--- src/rtl/csa_pkg.sv ---
package csa_pkg;
  localparam int unsigned FIELD_W    = 8;
  localparam int unsigned MAX_SEGS   = 32;
  localparam int unsigned LIST_W     = FIELD_W * MAX_SEGS;

  function automatic int unsigned seg_size(input logic [LIST_W-1:0] list,
                                           input int unsigned k);
    return {24'b0, list[k*FIELD_W +: FIELD_W]};
  endfunction

  function automatic int unsigned seg_offset(input logic [LIST_W-1:0] list,
                                             input int unsigned k);
    int unsigned acc;
    acc = 0;
    for (int unsigned i = 0; i < k; i++) acc += seg_size(list, i);
    return acc;
  endfunction
endpackage

--- src/rtl/csa_ripple_seg.sv ---
module csa_ripple_seg #(
  parameter int unsigned W = 4
) (
  input  logic [W-1:0] a,
  input  logic [W-1:0] b,
  input  logic         c_in,
  output logic [W-1:0] s,
  output logic         c_rip,
  output logic         all_prop
);
  logic [W:0]   chain;
  logic [W-1:0] prop;

  assign chain[0] = c_in;

  for (genvar i = 0; i < W; i++) begin : g_bit
    logic gen;
    assign prop[i]      = a[i] ^ b[i];
    assign gen          = a[i] & b[i];
    assign s[i]         = prop[i] ^ chain[i];
    assign chain[i+1]   = gen | (prop[i] & chain[i]);
  end

  assign c_rip    = chain[W];
  assign all_prop = &prop;
endmodule

--- src/rtl/csa_bypass_mux.sv ---
module csa_bypass_mux (
  input  logic skip,
  input  logic c_seg_in,
  input  logic c_ripple,
  output logic c_seg_out
);
  always_comb begin
    if (skip) c_seg_out = c_seg_in;
    else      c_seg_out = c_ripple;
  end
endmodule

--- src/rtl/carry_skip_adder.sv ---
module carry_skip_adder #(
  parameter int unsigned WIDTH     = 16,
  parameter int unsigned NUM_SEGS  = 4,
  parameter logic [NUM_SEGS*8-1:0] SEG_SIZES = {8'd4, 8'd4, 8'd4, 8'd4}
) (
  input  logic [WIDTH-1:0] op_a,
  input  logic [WIDTH-1:0] op_b,
  input  logic             carry_in,
  output logic [WIDTH-1:0] sum_o,
  output logic             carry_out
);
  localparam logic [csa_pkg::LIST_W-1:0] LIST_EXT =
    csa_pkg::LIST_W'(SEG_SIZES);

  logic [NUM_SEGS:0]   seg_carry;
  logic [NUM_SEGS-1:0] seg_skip;

  assign seg_carry[0] = carry_in;

  for (genvar k = 0; k < NUM_SEGS; k++) begin : g_seg
    localparam int unsigned OFF = csa_pkg::seg_offset(LIST_EXT, k);
    localparam int unsigned SW  = csa_pkg::seg_size(LIST_EXT, k);
    logic c_rip;

    csa_ripple_seg #(.W(SW)) u_rip (
      .a        (op_a[OFF +: SW]),
      .b        (op_b[OFF +: SW]),
      .c_in     (seg_carry[k]),
      .s        (sum_o[OFF +: SW]),
      .c_rip    (c_rip),
      .all_prop (seg_skip[k])
    );

    csa_bypass_mux u_mux (
      .skip      (seg_skip[k]),
      .c_seg_in  (seg_carry[k]),
      .c_ripple  (c_rip),
      .c_seg_out (seg_carry[k+1])
    );
  end

  assign carry_out = seg_carry[NUM_SEGS];
endmodule

--- config.mk ---
export PLATFORM = sky130hd
export DESIGN_NAME = carry_skip_adder
export DESIGN_NICKNAME = d
export VERILOG_FILES = /design/src/rtl/csa_pkg.sv /design/src/rtl/csa_ripple_seg.sv /design/src/rtl/csa_bypass_mux.sv /design/src/rtl/carry_skip_adder.sv
export SDC_FILE = /design/constraint.sdc
export NUM_CORES = 1
export LEC_CHECK = 0
export ABC_AREA = 1
export BUFFER_PORTS_ARGS = -buffer_cell sky130_fd_sc_hd__buf_4
export CORE_MARGIN = 5
export CORE_UTILIZATION = 42
export DETAILED_ROUTE_END_ITERATION = 7
export GPL_TIMING_DRIVEN = 0
export PLACE_DENSITY = 0.86
export SLEW_MARGIN = 15
export SYNTH_ARGS = -nofsm -noshare
export SYNTH_HDL_FRONTEND = slang
export SYNTH_SLANG_ARGS = --single-unit
export TNS_END_PERCENT = 50
--- constraint.sdc ---
create_clock -name vclk -period 25.5
set_input_delay 5.1 -clock vclk [all_inputs]
set_output_delay 5.1 -clock vclk [all_outputs]
set_load 0.01 [all_outputs]
==> reports/metrics.yaml <==
status:
  run_status: "completed"
yosys:
  yosysSeqAreaShare: 0
  synth_area_per_cell_um2: 10.79
  synthCells: 64
  synthDistinctLibCells: 15
  synth_area_um2: 690.7
  ys_warn_count: 0
  syn_nets: 129
setup_path:
  cpMostUsedCell: "fa_1"
  crit_arrival_ns: 12.55
  critical_path_class: "primary input to output port"
  critPathCaptureType: "output port"
  critPathLaunchType: "primary input"
  cp_data_required_time_ns: 20.40
  path_max_fanout: 2
  max_stage_delay_ns: 0.42
  crit_slowest_cell: "fa_1"
layout:
  nNetsFinal: 181
  multiInputGateArea_um2: 653.1
  drive_gt1_frac: 0.5000
  final_area_um2: 1086
  synthToLayoutAreaGrowth_pct: 57.25
  diodes: 0
  clock_buffers: 0
  nFillCells: 115
  regArea_um2: 0
  design.seq.count: 0
die:
  start_util: 0.4481
  io_pins: 50
  placement_rows: 14
  die_h_um: 50.55
  design.die.area_um2: 2555
  die_width_um: 50.55
  coreArea_um2: 1541
timing:
  slew_headroom: 0.8850
  finalCriticalPeriod_ns: 17.65
  setup_viol: 0
  finalCritPeriodShare: 0.6923
  slew_violations: 0
  clock.fmax_mhz: 56.64
  finalHoldViolCount: 0
  tightest_slew_ns: 0.1719
  rsz0062_at_grt: "no"
  tns_ns: 0
grt:
  grt_max_degree: 3
  grt_pass1_wl_um: 2780
  track_usage: 0.1323
  antenna_found_initial: 0
  grt-ovfl-total: 0
  grt_pass1_vias: 702
power:
  power_density_nw_per_um2: 25.49
  vdd_drop_max_mv: 0.01309
  leakagePower_nw: 0.5877
clock_network:
  postCtsSetupBuffers: 0
  hold_buffers: 0
  cts-resized-gates: 0
job:
  max-cap-violations: 0
detailed_routing:
  wire_per_inst_um: 12.74
  via_per_inst: 4.708
  drc: 0
  vias: 612
  first_pass_iters: 4
  drt_iter0_drc: 2
  ant_nets: 0
  wl_um: 1656
placed_design:
  dp_hpwl_um: 1638
  dpl-instance-area_um2: 1086
  place.gp.congestion: 0.7682
  port_buffers: 50
worst_hold_path:
  hold_path_class: "primary input to output port"
final timing paths:
| path | from | end | slack [ns] | cells past startpoint |
|---|---|---|---|---|
| hold / removal | op_b[7] | sum_o[7] | 10.55 | 3 |
| setup / recovery | carry_in | sum_o[15] | 7.85 | 28 |
critical path: cells and delay by family:
| family | cells | cell delay [ns] |
|---|---|---|
| buffers and inverters | 6 | 0.50 |
| AOI/OAI and AO/OA | 2 | 0.29 |
| adders and majority gates | 16 | 5.99 |
| and+or+nand+nor | 4 | 0.69 |
placed cells by master (no fill, tap or decap):
| cell | Yosys | layout |
|---|---|---|
| o21bai_2 | 1 | 1 |
| or2_1 | 1 | 1 |
| and2_1 | 1 | 1 |
| ha_1 | 16 | 16 |
| nand3_2 | 2 | 2 |
| nand2_1 | 8 | 8 |
| nor2_1 | 3 | 3 |
| fa_1 | 16 | 16 |
| o21ai_4 | 1 | 1 |
| buf_4 | 0 | 50 |
| nand3_1 | 1 | 1 |
| and2_2 | 1 | 1 |
| inv_1 | 10 | 10 |
| or2_2 | 1 | 1 |
| nand4_1 | 1 | 1 |
| nand2_2 | 1 | 1 |
cells by family (layout without fill, tap and decap cells):
family	count (synthesis)	count (layout)	share of synthesized area
adders and majority gates	32	32	0.7536
and+or+nand+nor	20	20	0.1522
AOI/OAI and AO/OA	2	2	0.03986
buffers and inverters	10	60	0.05435
layer usage:
metal / part of all wire / global-route usage / up-vias
met3: 0.074 / 0.02959 / 0
met1: 0.32 / 0.1215 / 296
met2: 0.60 / 0.2934 / 26
met4: 0 / 0 / 0
met5: 0 / 0 / -
li1: - / - / 290
stage by stage:
stage               power (mW)  hold WS, ns  std cells  worst slack, ns    util
finish                 0.02769        10.55        130            7.845  0.7045
global route           0.03135        10.57        130            7.553  0.7045
CTS                    0.02857        10.56        130            7.781  0.7045
detailed placement     0.02846        10.56        130            7.778  0.7045
global placement       0.02719        10.55        130            7.928  0.7045
floorplan              0.01377        10.39         64            8.350       -
where the power goes:
part / leakage [nW] / switching, mW / internal (mW)
logic: 0.588 / 0.0127 / 0.0150
clock network: 0 / 0 / 0
registers: 0 / 0 / 0
total: 0.588 / 0.0127 / 0.0150
synth_stat cells:
| cell type | n | area (um2) |
|---|---|---|
| ha_1 | 16 | 200.2 |
| o21ai_4 | 1 | 16.27 |
| or2_2 | 1 | 6.260 |
| or2_1 | 1 | 6.260 |
| nand2_1 | 8 | 30.03 |
| nand2_2 | 1 | 6.260 |
| and2_1 | 1 | 6.260 |
| nand4_1 | 1 | 6.260 |
| and2_2 | 1 | 7.510 |
| nand3_1 | 1 | 5.000 |
| nand3_2 | 2 | 20.02 |
| fa_1 | 16 | 320.3 |
| o21bai_2 | 1 | 11.26 |
| inv_1 | 10 | 37.54 |
| nor2_1 | 3 | 11.26 |
area by class of cell:
cell class | instances | share of cell area
inverters | 10 | 0.03456
well taps | 16 | 0.01843
repair buffers | 50 | 0.3456
multi-input cells | 54 | 0.6014
Note: power is estimated with default switching activity, not from simulation.
